## config.mk

```make
export PLATFORM = sky130hd
export DESIGN_NAME = mmc_status_irq
export DESIGN_NICKNAME = d
export VERILOG_FILES = /design/src/rtl/mmcst_pkg.sv /design/src/rtl/mmcst_ctrl.sv /design/src/rtl/mmcst_dpath.sv /design/src/rtl/mmc_status_irq.sv
export SDC_FILE = /design/constraint.sdc
export NUM_CORES = 1
export LEC_CHECK = 0
export BUFFER_PORTS_ARGS = -buffer_cell sky130_fd_sc_hd__buf_2
export CAP_MARGIN = 20
export CORE_MARGIN = 2
export CORE_UTILIZATION = 58
export CTS_CLUSTER_DIAMETER = 60
export CTS_CLUSTER_SIZE = 30
export DETAILED_ROUTE_END_ITERATION = 10
export PLACE_DENSITY = 0.84
export SLEW_MARGIN = 20
export SYNTH_ARGS = -nofsm -noshare
export SYNTH_HDL_FRONTEND = slang
export SYNTH_HIERARCHICAL = 1
export SYNTH_SLANG_ARGS = --single-unit
```

## constraint.sdc

```tcl
create_clock -name clk -period 4.8 [get_ports clk]
set_input_delay 0.72 -clock clk [delete_from_list [all_inputs] [get_ports clk]]
set_output_delay 0.72 -clock clk [all_outputs]
set_load 0.05 [all_outputs]
```

## src/rtl/mmcst_pkg.sv

```systemverilog
package mmcst_pkg;
  localparam int STAT_W   = 22;
  localparam int CLR_W    = 11;
  localparam int RSVD_BIT = 9;
  localparam int REG_W    = 32;
  localparam int NUM_IRQ  = 2;
  localparam int SEL_W    = 3;

  localparam logic [SEL_W-1:0] SEL_STATUS = 3'd0;
  localparam logic [SEL_W-1:0] SEL_CLEAR  = 3'd1;
  localparam logic [SEL_W-1:0] SEL_MASK0  = 3'd2;
  localparam logic [SEL_W-1:0] SEL_MASK1  = 3'd3;
  localparam logic [SEL_W-1:0] SEL_COUNT  = 3'd4;
  localparam logic [SEL_W-1:0] SEL_FIFO   = 3'd5;

  typedef enum logic [2:0] {
    RD_NONE, RD_STATUS, RD_MASK0, RD_MASK1, RD_COUNT
  } rdSrc_e;

  typedef struct packed {
    logic               clrWr;
    logic [NUM_IRQ-1:0] maskWr;
    rdSrc_e             rdSrc;
  } strobes_t;
endpackage

```

## src/rtl/mmcst_ctrl.sv

```systemverilog
module mmcst_ctrl
  import mmcst_pkg::*;
(
  input  logic             clk,
  input  logic             rstN,
  input  logic [SEL_W-1:0] regSel,
  input  logic             regWr,
  input  logic             regRd,
  output strobes_t         strobes,
  output logic             refillOk
);
  logic holdQ;
  logic fifoRead;
  logic pollRead;

  assign fifoRead = regRd && (regSel == SEL_FIFO);
  assign pollRead = regRd && ((regSel == SEL_STATUS) || (regSel == SEL_COUNT));

  always_comb begin
    strobes.clrWr     = regWr && (regSel == SEL_CLEAR);
    strobes.maskWr[0] = regWr && (regSel == SEL_MASK0);
    strobes.maskWr[1] = regWr && (regSel == SEL_MASK1);
    case (regSel)
      SEL_STATUS: strobes.rdSrc = RD_STATUS;
      SEL_MASK0:  strobes.rdSrc = RD_MASK0;
      SEL_MASK1:  strobes.rdSrc = RD_MASK1;
      SEL_COUNT:  strobes.rdSrc = RD_COUNT;
      default:    strobes.rdSrc = RD_NONE;
    endcase
  end

  // Hold-off: a FIFO data read blocks refills until the host polls.
  always_ff @(posedge clk) begin
    if (!rstN)         holdQ <= 1'b0;
    else if (fifoRead) holdQ <= 1'b1;
    else if (pollRead) holdQ <= 1'b0;
  end

  assign refillOk = !holdQ;
endmodule

```

## src/rtl/mmcst_dpath.sv

```systemverilog
module mmcst_dpath
  import mmcst_pkg::*;
#(
  parameter int CNT_W = 16
)(
  input  logic              clk,
  input  logic              rstN,
  input  logic [STAT_W-1:0] evtSet,
  input  logic [CNT_W-1:0]  byteRemain,
  input  logic [REG_W-1:0]  regWdata,
  input  strobes_t          strobes,
  output logic [STAT_W-1:0] statusQ,
  output logic [NUM_IRQ-1:0] irqQ,
  output logic [REG_W-1:0]  regRdata
);
  localparam int CW = CNT_W + 1;
  localparam logic [CLR_W-1:0] STICKY_OK = ~(CLR_W'(1) << RSVD_BIT);

  logic [CLR_W-1:0] clrBits;
  logic [REG_W-1:0] maskQ [NUM_IRQ];
  logic [CW-1:0]    roundSum;
  logic [CW-1:0]    wordCnt;

  assign clrBits = strobes.clrWr ? regWdata[CLR_W-1:0] : '0;

  always_ff @(posedge clk) begin
    if (!rstN) begin
      statusQ <= '0;
    end else begin
      statusQ[CLR_W-1:0]      <= ((statusQ[CLR_W-1:0] & ~clrBits)
                                  | evtSet[CLR_W-1:0]) & STICKY_OK;
      statusQ[STAT_W-1:CLR_W] <= evtSet[STAT_W-1:CLR_W];
    end
  end

  for (genvar g = 0; g < NUM_IRQ; g++) begin : gIrq
    always_ff @(posedge clk) begin
      if (!rstN) begin
        maskQ[g] <= '0;
        irqQ[g]  <= 1'b0;
      end else begin
        if (strobes.maskWr[g]) maskQ[g] <= regWdata;
        irqQ[g] <= |(statusQ & maskQ[g][STAT_W-1:0]);
      end
    end
  end

  assign roundSum = {1'b0, byteRemain} + CW'(3);
  assign wordCnt  = roundSum >> 2;

  always_comb begin
    case (strobes.rdSrc)
      RD_STATUS: regRdata = REG_W'(statusQ);
      RD_MASK0:  regRdata = maskQ[0];
      RD_MASK1:  regRdata = maskQ[1];
      RD_COUNT:  regRdata = REG_W'(wordCnt);
      default:   regRdata = '0;
    endcase
  end
endmodule

```

## src/rtl/mmc_status_irq.sv

```systemverilog
module mmc_status_irq
  import mmcst_pkg::*;
#(
  parameter int CNT_W = 16
)(
  input  logic              clk,
  input  logic              rstN,
  input  logic [STAT_W-1:0] evtSet,
  input  logic [CNT_W-1:0]  byteRemain,
  input  logic [SEL_W-1:0]  regSel,
  input  logic              regWr,
  input  logic              regRd,
  input  logic [REG_W-1:0]  regWdata,
  output logic [REG_W-1:0]  regRdata,
  output logic              refillOk,
  output logic              irq0,
  output logic              irq1
);
  strobes_t           strobes;
  logic [STAT_W-1:0]  statusQ;
  logic [NUM_IRQ-1:0] irqQ;

  mmcst_ctrl u_ctrl (
    .clk(clk), .rstN(rstN), .regSel(regSel), .regWr(regWr),
    .regRd(regRd), .strobes(strobes), .refillOk(refillOk)
  );

  mmcst_dpath #(.CNT_W(CNT_W)) u_dpath (
    .clk(clk), .rstN(rstN), .evtSet(evtSet), .byteRemain(byteRemain),
    .regWdata(regWdata), .strobes(strobes), .statusQ(statusQ),
    .irqQ(irqQ), .regRdata(regRdata)
  );

  assign irq0 = irqQ[0];
  assign irq1 = irqQ[1];
endmodule

```

Yosys cells after proc, flatten, opt, wreduce, memory -nomap -nowiden
Memory sizes are Yosys's and may differ from the RTL's.
Index checks and enable logic that the tools add are counted.
W data, S select, Z words.
{ "classes": {"add_sub_neg": 1, "eq_ne": 9, "muxes": 14, "bitwise": 7, "reduce_logical": 11} }
{ "ops": {"columns": ["cell", "count"], "rows": [
  ["$pmux W32 S4", 1],
  ["$mux W32", 2],
  ["$and A22 B22 Y22", 2],
  ["$reduce_or A22 Y1", 2],
  ["$add A16 B2 Y17 const B", 1],
  ["$eq A3 B2 Y1 const B", 4],
  ["$pmux W3 S4", 1],
  ["$and A11 B11 Y11", 1],
  ["$mux W11", 1],
  ["$not A11 Y11", 1],
  ["$or A11 B11 Y11", 1],
  ["$eq A3 B3 Y1 const B", 3],
  ["$mux W1", 9],
  ["$eq A3 B1 Y1 const B", 2],
  ["$logic_and A1 B1 Y1", 5],
  ["$logic_not A3 Y1", 1],
  ["$or A1 B1 Y1", 2],
  ["$reduce_bool A2 Y1", 1],
  ["$logic_not A1 Y1", 1],
  ["$logic_or A1 B1 Y1", 1]
]} }
{ "word_totals": {"regBits": 25, "mem_bits_rw": 64, "input_bits": 77, "output_inout_bits": 35, "wordCells": 48, "n_memories": 1} }
{ "memory_table": {"columns": ["memory", "depth", "word_bits", "rd", "rd_ports_with_merged_regs", "wr", "line", "rtl"], "rows": [
  ["u_dpath.maskQ", 2, 32, 2, 0, 2, "mmcst_dpath.sv:20", "logic [REG_W-1:0] maskQ [NUM_IRQ];"]
]} }

Depth between registers and ports, before layout
Gate-level depths: netlist of the first run.
{ "depth": {"depth_word": 6, "ltp_mapped": 7, "depth_no_buf": 6} }

Hierarchy
The synthesis of the first run kept the hierarchy.
{ "by_module_without_submodules": {"columns": ["module", "instances", "cells_each", "area_per_inst_um2", "seq_area_each_um2"], "rows": [
  ["mmcst_dpath", 1, 387, 4376.7, 2382.3],
  ["mmcst_ctrl", 1, 13, 108.9, 20.0]
]} }

Worst setup path before layout of the first run
No wires, ideal clock.
{ "synth_timing": {"kind": "input-to-output", "from": "in regSel[1]", "to": "out regRdata[14]", "arrival_time_ps": 2575, "required_time_ps": 4080, "setup_slack_ps": 1505, "stages": 6, "n_path_buf": 2, "path_cell_list": "xor2_1 -> nor2_1 -> buf_2 -> buf_1 -> a22oi_1 -> o21ai_0"} }
{ "synth_lines": {"columns": ["item", "line", "rtl"], "rows": [
  ["start, declared", "mmc_status_irq.sv:10", "input logic [SEL_W-1:0] regSel,"],
  ["end, declared", "mmc_status_irq.sv:14", "output logic [REG_W-1:0] regRdata,"]
]} }

==> impl_results.rst, run 1 <==
.. list-table::
   :header-rows: 1

   * - Metric
     - Value
   * - Starting Density
     - 58.8%
   * - Accumulated negative setup slack
     - 0 ns
   * - Number of slew-limit violations in the final report
     - 0
   * - Number of setup buffers added after CTS
     - 0
   * - Final design utilization
     - roughly 70%
   * - Antenna diode count
     - 0
   * - Final cell area excluding filler cells
     - 0.00532 mm^2
   * - Setup slack after layout
     - 1.32 ns
   * - Data required time at the worst endpoint
     - 4.08 ns
   * - Antenna violations before repair
     - 0
   * - Setup repair after global routing missed its margin
     - false
   * - Fmax achieved
     - 287 MHz
   * - Syn-to-layout area delta
     - 18.9%
   * - Worst-skew pair later-pin latency
     - 0.35 ns
   * - RR Startpoint
     - u_dpath/maskQ[1][7]$_SDFFCE_PN0P_
   * - Total leakage power
     - 2.32 nW
   * - Via count
     - 3766
   * - Number of search-and-repair iterations in the first detailed-routing pass
     - 5
   * - Wirelength per Cell
     - about 19 um
   * - Detail Route Antenna Nets
     - 0
   * - Slew margin rel.
     - 45.8%
   * - Detail Placement HPWL
     - 7.94 mm
   * - Result of the run
     - finished clean
   * - Final wirelength
     - about 12 mm
   * - Vias in the first global route
     - 3649
   * - Cell count of the worst reg-to-reg path
     - 3
   * - Clock sinks
     - between 80 and 90
   * - Capturing element of the worst setup path
     - regRdata[1]
   * - Fraction of met1 tracks used by global routing
     - 35.8%
   * - Largest buffer count on any clock path
     - 2
   * - Arrival time reported for the critical path endpoint
     - 2.76 ns
   * - Met3 Use GR
     - 6.33%
   * - Final nets
     - approximately 580
   * - Die ar.
     - between 0.008 and 0.009 mm^2
   * - Cell area after placement
     - 0.00513 mm^2
   * - Start-to-end type of the worst setup path
     - primary input to output pin
   * - Worst setup slack after placement
     - 1.39 ns
   * - CTS H-tree lvls
     - 3
   * - Core region area
     - 0.00761 mm^2
   * - Synth Cell Area
     - 0.00447 mm^2
   * - Kind of start point of the critical path
     - primary input
   * - Number of setup violations in the final report
     - 0
   * - Fraction of the cycle the final worst path needs
     - 72.6%
   * - Synth Warn #
     - 6
   * - Placement row count
     - 32
   * - Net Count, Synth
     - between 400 and 500
   * - CTS buffer count
     - 9
   * - Detail-routed via count per cell
     - 6.20
   * - Final clock skew
     - 0.00741 ns
   * - TritonCTS clock tree
     - done
   * - Minimum period implied by the final worst setup slack
     - around 3.5 ns
   * - Wire length of the first global-routing pass
     - roughly 18 mm
   * - Min Hold Slack
     - 0.474 ns
   * - Hold_buf cts
     - 0
   * - CP Launch Point
     - regSel[1]
   * - Layout cells sized above 1
     - 32.5%
   * - Type of the tightest min-delay check
     - flip-flop to flip-flop
   * - Slew at the pin closest to its max-slew limit
     - 0.813 ns
   * - Slack of the worst reg-to-reg path
     - between 3 and 4 ns
   * - Number of primary I/O pins
     - 112
   * - Endpoint of the lowest-slack register-to-register path
     - u_dpath/irqQ[1]$_SDFF_PN0_
   * - Overall fraction of global-route tracks in use
     - 27.7%
   * - Final global-route overflow total
     - 0
   * - Layer carrying the most global-route usage
     - met2
   * - # DRC
     - 0
   * - Pin count of the biggest net entering global routing
     - 80
   * - Hold Violations, Final
     - 0
   * - Worst VDD drop
     - 0.199 mV
   * - Critical-path maximum fanout
     - 14
   * - Root buf cell
     - clkbuf_8
   * - Clock transition time at the flip-flop clock pins of the worst setup and hold paths
     - 0.08 ns
   * - Power density over cell area
     - roughly 320 mW/mm^2
   * - Instance count of the mapped netlist
     - 398
   * - First DRT Iteration DRCs
     - between 400 and 500
   * - Crit. End Element
     - output pin
   * - Count of cells along the worst hold path
     - 2
   * - Input/output buffers
     - 110
   * - Synth Area per Inst
     - roughly 11 um^2
   * - Chip Height
     - ~92 um
   * - GR met2 Demand/Resource
     - 46.5%
   * - Cts repair resizes
     - 0
   * - Final Wtd Congestion
     - roughly 0.88
   * - Number of max-cap violations
     - 0
   * - Width of the chip
     - 91.8 um
[power by group]
| group | switching, W | total (W) | internal [W] | leakage, nW |
|---|---|---|---|---|
| clock network | 0.000254 | 0.000492 | 0.000238 | 0.0953 |
| logic | 0.000203 | 0.000308 | 0.000105 | 1.40 |
| registers | 0.0000316 | 0.000896 | 0.000864 | 0.819 |
| total | 0.000488 | 0.00170 | 0.00121 | 2.32 |
[area by class of cell]
type / instances / area [um^2]
Tap cell: 102 / 128
Inverter: 4 / 15.0
Timing Repair Buffer: 120 / 626
Sequential cell: 88 / 2400
Clock inverter: 6 / 60.1
Clock buffer: 10 / 128
Fill cell: 588 / 2290
Multi-Input combinational cell: 277 / 1960
[worst min path at each step]
stage / start / endpoint / slack (ns)
finish: u_ctrl/holdQ$_SDFFE_PN0P_ / u_ctrl/holdQ$_SDFFE_PN0P_ / 0.47
floorplan: u_dpath/statusQ[3]$_SDFF_PN0_ / u_dpath/statusQ[3]$_SDFF_PN0_ / 0.51
global route: u_ctrl/holdQ$_SDFFE_PN0P_ / u_ctrl/holdQ$_SDFFE_PN0P_ / 0.52
detailed placement: u_ctrl/holdQ$_SDFFE_PN0P_ / u_ctrl/holdQ$_SDFFE_PN0P_ / 0.46
global placement: u_ctrl/holdQ$_SDFFE_PN0P_ / u_ctrl/holdQ$_SDFFE_PN0P_ / 0.45
CTS: u_ctrl/holdQ$_SDFFE_PN0P_ / u_ctrl/holdQ$_SDFFE_PN0P_ / 0.48
[worst max-delay path: stages]
cell and delay [ns]:
buf_2 0.17, nor2b_2 0.55, buf_4 0.35, mux2_2 0.36, a22oi_1 0.26, o22ai_1 0.12
buf_2 0.23
[layer usage]
layer / vias up / share of wire (%) / routed length (um)
li1: 1720 / - / -
met2: 242 / 49 / 5650
met1: 1775 / 40 / 4560
met5: - / 0 / 0
met4: 0 / 1.6 / 189
met3: 29 / 9.9 / 1150
[through the flow]
step / cells / total power [W]
2_1_floorplan: 398 / 0.00110
3_3_place_gp: 591 / 0.00120
3_5_place_dp: 591 / 0.00121
4_1_cts: 607 / 0.00169
5_1_grt: 607 / 0.00176
6_report: 607 / 0.00170
[cells in the final DEF (no fill, tap or decap), types with 4 or more instances in the layout]
| master | instances |
|---|---|
| o22ai_1 | 10 |
| nor2b_1 | 12 |
| nand2_1 | 16 |
| and2_1 | 13 |
| nand3_1 | 8 |
| mux2_2 | 19 |
| clkbuf_8 | 9 |
| buf_4 | 10 |
| a22oi_1 | 34 |
| mux2i_1 | 14 |
| xor2_1 | 7 |
| xnor2_1 | 4 |
| dfxtp_1 | 24 |
| a21oi_1 | 10 |
| buf_2 | 110 |
| edfxtp_1 | 64 |
| and3_1 | 64 |
| nor2_1 | 20 |
| inv_1 | 4 |
[flip-flops by register name, summed over array words and instances (netlist names)]
register	flops
u_dpath/maskQ	64
u_dpath/statusQ	21
u_ctrl/holdQ	1
u_dpath/irqQ	2
Power figures use the tool's default switching activity.
==> run 2: changes to the inputs <==
--- a/config.mk
+++ b/config.mk
@@ -8,11 +8,11 @@
 export BUFFER_PORTS_ARGS = -buffer_cell sky130_fd_sc_hd__buf_2
 export CAP_MARGIN = 20
 export CORE_MARGIN = 2
-export CORE_UTILIZATION = 58
+export CORE_UTILIZATION = 53
 export CTS_CLUSTER_DIAMETER = 60
 export CTS_CLUSTER_SIZE = 30
 export DETAILED_ROUTE_END_ITERATION = 10
-export PLACE_DENSITY = 0.84
+export PLACE_DENSITY = 0.78
 export SLEW_MARGIN = 20
 export SYNTH_ARGS = -nofsm -noshare
 export SYNTH_HDL_FRONTEND = slang
==> constraint.sdc (replaced) <==
create_clock -name clk -period 3.35 [get_ports clk]
set_input_delay 0.5025 -clock clk [delete_from_list [all_inputs] [get_ports clk]]
set_output_delay 0.5025 -clock clk [all_outputs]
set_load 0.05 [all_outputs]
==> run 2 against run 1 <==
Sequential power rose by 43%; largest cell class unchanged; count of clock-buffer cells in the layout is 1 lower; critical path depth stayed put; critical endpoint is now regRdata[9]; highest routed layer unchanged; worst hold slack lost 0.13 ns; setup slack worse by 0.82 ns.
==> impl_results.rst, run 2 (synthesized netlist as in run 1, its figures left out) <==
.. list-table::
   :header-rows: 1

   * - Metric
     - Value
   * - Result of the run
     - finished clean
   * - Setup slack after layout
     - 0.498 ns
   * - First DRT Iteration DRCs
     - 333
   * - Die ar.
     - 0.00919 mm^2
   * - Multi-input logic area
     - 0.00196 mm^2
   * - Cell area after placement
     - between 0.005 and 0.006 mm^2
   * - Number of slew-limit violations in the final report
     - 0
   * - Syn-to-layout area delta
     - 20.4%
   * - Kind of start point of the critical path
     - primary input
   * - CTS buffer count
     - 9
   * - Largest registers
     - u_dpath/maskQ x64, u_dpath/statusQ x21, u_dpath/irqQ x2
   * - Critical-path maximum fanout
     - 27
   * - TritonCTS clock tree
     - done
   * - Antenna violations before repair
     - 0
   * - Worst-skew pair later-pin latency
     - around 0.36 ns
   * - Layout cells sized above 1
     - 33.5%
   * - Final Wtd Congestion
     - around 0.83
   * - Start-to-end type of the worst setup path
     - primary input to output pin
   * - Final cell area excluding filler cells
     - 0.00539 mm^2
   * - Hold Path End
     - u_dpath/statusQ[17]$_SDFF_PN0_
   * - Largest register by flop count
     - u_dpath/maskQ
   * - Commonest non-fill, non-tap cells in the layout
     - buf_2 (110), and3_1 (64), edfxtp_1 (64), a22oi_1 (34), dfxtp_1 (24)
   * - Worst VDD drop
     - 0.258 mV
   * - Vias in the first global route
     - 3511
   * - Count of filler cells inserted in the layout
     - 635
   * - CTS H-tree lvls
     - 3
   * - Arrival time reported for the critical path endpoint
     - 2.35 ns
   * - Type of the tightest min-delay check
     - primary input to flip-flop
   * - Pin count of the biggest net entering global routing
     - 53
   * - Final wirelength
     - roughly 11 mm
   * - Total leakage power
     - 2.34 nW
   * - Endpoint of the lowest-slack register-to-register path
     - u_dpath/irqQ[1]$_SDFF_PN0_
   * - Flip-flop count of the largest register, all copies and words added
     - 64
   * - Via count
     - 3681
   * - Worst Min Path Start
     - evtSet[17]
   * - Number of search-and-repair iterations in the first detailed-routing pass
     - 7
   * - Detail Route Antenna Nets
     - 0
   * - Slack of the worst reg-to-reg path
     - 1.97 ns
   * - Slew at the pin closest to its max-slew limit
     - roughly 0.66 ns
   * - Final global-route overflow total
     - 0
   * - Worst setup slack after placement
     - around 0.55 ns
   * - Number of primary I/O pins
     - 112
   * - Wire length of the first global-routing pass
     - between 15 and 20 mm
   * - Number of max-cap violations
     - 0
   * - Final clock skew
     - about 0.006 ns
   * - Clock sinks
     - 88
   * - Detail Placement HPWL
     - 7.92 mm
   * - Total length of routed met3 wires
     - 938 um
   * - Cells after DPL
     - 597
   * - Hold_buf cts
     - 0
   * - Met2 Routed Length
     - about 5.3 mm
   * - Wirelength per Cell
     - 18.5 um
   * - Power density over cell area
     - 459 mW/mm^2
   * - # DRC
     - 0
   * - Setup repair after global routing missed its margin
     - false
   * - Core region area
     - ~0.008 mm^2
   * - Width of the chip
     - 95.9 um
   * - Post-route insts no fill
     - 613
   * - Register area
     - 0.00240 mm^2
   * - Data required time at the worst endpoint
     - 2.85 ns
   * - Antenna diode count
     - 0
   * - Placement row count
     - 33
   * - Cell count of the worst reg-to-reg path
     - 3
   * - Minimum period implied by the final worst setup slack
     - 2.85 ns
   * - Fraction of the cycle the final worst path needs
     - 85.1%
   * - Overall fraction of global-route tracks in use
     - 25.3%
   * - Uppermost routed layer
     - met4
   * - Input/output buffers
     - between 100 and 150
   * - Count of cells along the worst hold path
     - 2
   * - Fmax achieved
     - 351 MHz
   * - Accumulated negative setup slack
     - 0 ns
   * - Number of setup violations in the final report
     - 0
   * - Post-layout total power
     - ~0.0025 W
   * - Cts repair resizes
     - 0
   * - RR Startpoint
     - u_dpath/maskQ[1][7]$_SDFFCE_PN0P_
   * - Slew margin rel.
     - 56.2%
   * - Clock transition time at the flip-flop clock pins of the worst setup and hold paths
     - approximately 0.090 ns
   * - Detail-routed via count per cell
     - between 6 and 7
   * - Number of setup buffers added after CTS
     - 0
   * - Crit. End Element
     - output pin
   * - Most common library cell in the layout ignoring fill and taps
     - buf_2
   * - Hold Violations, Final
     - 0
   * - Largest buffer count on any clock path
     - 2
   * - Routed metal-1 wirelength
     - ~4.9 mm
   * - Root buf cell
     - clkbuf_8
   * - Starting Density
     - 54.5%
   * - Final nets
     - 580
   * - Chip Height
     - 95.9 um
[run 2: layer usage]
metal,vias up,track usage (%)
li1,1737,-
met1,1745,33.2
met2,182,40.7
met3,17,5.25
met4,0,11.0
met5,-,0
[run 2: how the worst max path moves through the flow]
stage | start | endpoint
final | regSel[1] | regRdata[9]
after global routing | regSel[1] | regRdata[9]
after CTS | regSel[1] | regRdata[9]
after detailed placement | regSel[1] | regRdata[9]
after global placement | regSel[1] | regRdata[9]
after floorplan | regSel[1] | regRdata[14]
[run 2: critical path, cell delays in order]
cell and delay (ns):
buf_2 0.15, xor2_1 0.18, nor2_2 0.35, buf_4 0.45
mux2i_1 0.33, o22ai_1 0.14, buf_2 0.23
[run 2: layout make-up]
cell class | instances | area share (%)
Tap cell | 105 | 2.44
Clock inverter | 7 | 1.42
Inverter | 4 | 0.279
Timing Repair Buffer | 123 | 12.5
Sequential cell | 88 | 44.6
Multi-Input combinational cell | 277 | 36.5
Clock buffer | 9 | 2.30
[run 2: per-stage QoR]
stage / utilization (%) / hold slack, ns
2_1_floorplan: - / 0.511
3_3_place_gp: 63.1 / 0.446
3_5_place_dp: 63.1 / 0.453
4_1_cts: 65.5 / 0.330
5_1_grt: 65.5 / 0.342
6_report: 65.5 / 0.344
[run 2: where the power goes]
part | leakage [nW] | total [W] | switching (W) | internal, W
Combinational | 1.43 | 0.000443 | 0.000287 | 0.000156
Sequential | 0.819 | 0.00128 | 0.0000448 | 0.00124
Clock | 0.0966 | 0.000744 | 0.000393 | 0.000351
==> run 3: changes to the inputs <==
--- a/config.mk
+++ b/config.mk
@@ -8,11 +8,12 @@
 export BUFFER_PORTS_ARGS = -buffer_cell sky130_fd_sc_hd__buf_2
 export CAP_MARGIN = 20
 export CORE_MARGIN = 2
-export CORE_UTILIZATION = 53
+export CORE_UTILIZATION = 55
+export CTS_BUF_LIST = sky130_fd_sc_hd__clkbuf_8
 export CTS_CLUSTER_DIAMETER = 60
 export CTS_CLUSTER_SIZE = 30
 export DETAILED_ROUTE_END_ITERATION = 10
-export PLACE_DENSITY = 0.78
+export PLACE_DENSITY_LB_ADDON = 0.1
 export SLEW_MARGIN = 20
 export SYNTH_ARGS = -nofsm -noshare
 export SYNTH_HDL_FRONTEND = slang
==> run 3 against run 2 <==
Cell area shrank 0.44%; register-to-register slack got worse by 0.03 ns; first-iteration DRC count down 13%; final cell count shrank 0.82%; critical path type unchanged.
==> impl_results.rst, run 3 (synthesized netlist as in run 1, its figures left out) <==
.. list-table::
   :header-rows: 1

   * - Metric
     - Value
   * - Result of the run
     - finished clean
   * - Placement row count
     - 32
   * - Detail Placement HPWL
     - ~7.9 mm
   * - Cell count of the worst reg-to-reg path
     - 4
   * - Number of setup violations in the final report
     - 0
   * - Largest buffer count on any clock path
     - 2
   * - Final nets
     - 578
   * - Commonest non-fill, non-tap cells in the layout
     - buf_2 (110), and3_1 (64), edfxtp_1 (64), a22oi_1 (34), dfxtp_1 (24)
   * - Count of cells along the worst hold path
     - 2
   * - Final clock skew
     - 0.00553 ns
   * - Antenna diode count
     - 0
   * - Hold Violations, Final
     - 0
   * - Arrival time reported for the critical path endpoint
     - between 2 and 2.5 ns
   * - Critical-path maximum fanout
     - 25
   * - CTS buffer count
     - 9
   * - Number of slew-limit violations in the final report
     - 0
   * - Via count
     - 3685
   * - Kind of start point of the critical path
     - primary input
   * - Chip Height
     - 94.2 um
   * - Width of the chip
     - 94.2 um
   * - # DRC
     - 0
   * - Vias in the first global route
     - 3651
   * - Power density over cell area
     - 458 mW/mm^2
   * - Flip-flop count of the largest register, all copies and words added
     - 64
   * - Clock sinks
     - just under 90
   * - Detail-routed via count per cell
     - 6.06
   * - Worst-skew pair later-pin latency
     - 0.35 ns
   * - Root buf cell
     - clkbuf_8
   * - Number of primary I/O pins
     - 112
   * - Setup repair after global routing missed its margin
     - false
   * - Antenna violations before repair
     - 0
   * - Pin count of the biggest net entering global routing
     - 48
   * - Crit. End Element
     - output pin
   * - Type of the tightest min-delay check
     - primary input to flip-flop
   * - Number of setup buffers added after CTS
     - 0
   * - Most common library cell in the layout ignoring fill and taps
     - buf_2
   * - TritonCTS clock tree
     - done
   * - Number of search-and-repair iterations in the first detailed-routing pass
     - 5
   * - Total leakage power
     - 2.34 nW
   * - Core region area
     - just under 0.008 mm^2
   * - Largest register by flop count
     - u_dpath/maskQ
   * - Slew margin rel.
     - between 50 and 60%
   * - Starting Density
     - 57.3%
   * - Worst VDD drop
     - 0.288 mV
   * - Clock transition time at the flip-flop clock pins of the worst setup and hold paths
     - 0.09 ns
   * - Final wirelength
     - approximately 11 mm
   * - Final Wtd Congestion
     - 0.964
   * - Layout cells sized above 1
     - 32.8%
   * - Fmax achieved
     - about 350 MHz
   * - Data required time at the worst endpoint
     - 2.85 ns
   * - Hold_buf cts
     - 0
   * - Cell area after placement
     - 0.00517 mm^2
   * - Input/output buffers
     - 110
   * - Final global-route overflow total
     - 0
   * - Overall fraction of global-route tracks in use
     - 26.9%
   * - Syn-to-layout area delta
     - 19.8%
   * - Minimum period implied by the final worst setup slack
     - around 2.9 ns
   * - Count of filler cells inserted in the layout
     - 624
   * - Cts repair resizes
     - 0
   * - Accumulated negative setup slack
     - 0 ns
   * - CTS H-tree lvls
     - 3
   * - Slew at the pin closest to its max-slew limit
     - 0.617 ns
   * - Fraction of the cycle the final worst path needs
     - 85.2%
   * - Wire length of the first global-routing pass
     - 18.1 mm
   * - Die ar.
     - 0.00887 mm^2
   * - Largest registers
     - u_dpath/maskQ x64, u_dpath/statusQ x21, u_dpath/irqQ x2
   * - First DRT Iteration DRCs
     - 290
   * - Start-to-end type of the worst setup path
     - primary input to output pin
   * - Final cell area excluding filler cells
     - roughly 0.0054 mm^2
   * - Wirelength per Cell
     - 18.6 um
   * - Detail Route Antenna Nets
     - 0
   * - Number of max-cap violations
     - 0
run 3: cell count changes in the layout (fill, tap and decap cells not counted):
| cell | before | now |
|---|---|---|
| clkinvlp_4 | 2 | 0 |
| inv_6 | 3 | 0 |
| clkinv_4 | 0 | 2 |
| inv_8 | 0 | 1 |
| buf_4 | 11 | 9 |
| clkinv_1 | 0 | 2 |
run 3: critical path, stage by stage:
cell	delay (ns)
buf_2	0.18
nor3b_2	0.19
buf_4	0.29
or3b_1	0.58
nor2_1	0.15
mux2i_1	0.09
o21ai_1	0.09
buf_2	0.27
run 3: layout make-up:
| class | instances | area [um^2] | area share, % |
|---|---|---|---|
| clock inverter | 7 | 71.3 | 1.33 |
| tap | 102 | 128 | 2.38 |
| multi-input combinational | 277 | 1960 | 36.6 |
| clock buffer | 9 | 124 | 2.31 |
| timing repair buffer | 121 | 658 | 12.3 |
| inverter | 4 | 15.0 | 0.280 |
| sequential | 88 | 2400 | 44.8 |
run 3: per-layer routing:
layer	GRT usage, %	wire length, um	up-vias
met5	0	0	-
met4	7.97	143	0
met3	5.46	1000	12
met2	45.1	5540	188
met1	35.4	4640	1767
li1	-	-	1718
run 3: stage by stage:
step / util (%) / instances / worst slack [ns] / total power (W) / hold WS [ns]
2_1_floorplan: - / 398 / 0.490 / 0.00158 / 0.511
3_3_place_gp: 66.2 / 592 / 0.564 / 0.00173 / 0.457
3_5_place_dp: 66.2 / 592 / 0.502 / 0.00175 / 0.452
4_1_cts: 68.7 / 608 / 0.498 / 0.00247 / 0.335
5_1_grt: 68.7 / 608 / 0.323 / 0.00256 / 0.346
6_report: 68.7 / 608 / 0.496 / 0.00245 / 0.351
run 3: path summary, 6_finish.rpt:
path,start,to,slack [ns]
worst max-delay path,regSel[2],regRdata[11],0.50
worst min-delay path,evtSet[21],u_dpath/statusQ[21]$_SDFF_PN0_,0.35
worst min register to register,u_ctrl/holdQ$_SDFFE_PN0P_,u_ctrl/holdQ$_SDFFE_PN0P_,0.46
worst max register to register,u_dpath/maskQ[1][1]$_SDFFCE_PN0P_,u_dpath/irqQ[1]$_SDFF_PN0_,1.94
run 3: power by group:
group / switching [W] / internal, W
registers: 0.0000452 / 0.00124
logic: 0.000287 / 0.000155
clock network: 0.000383 / 0.000346
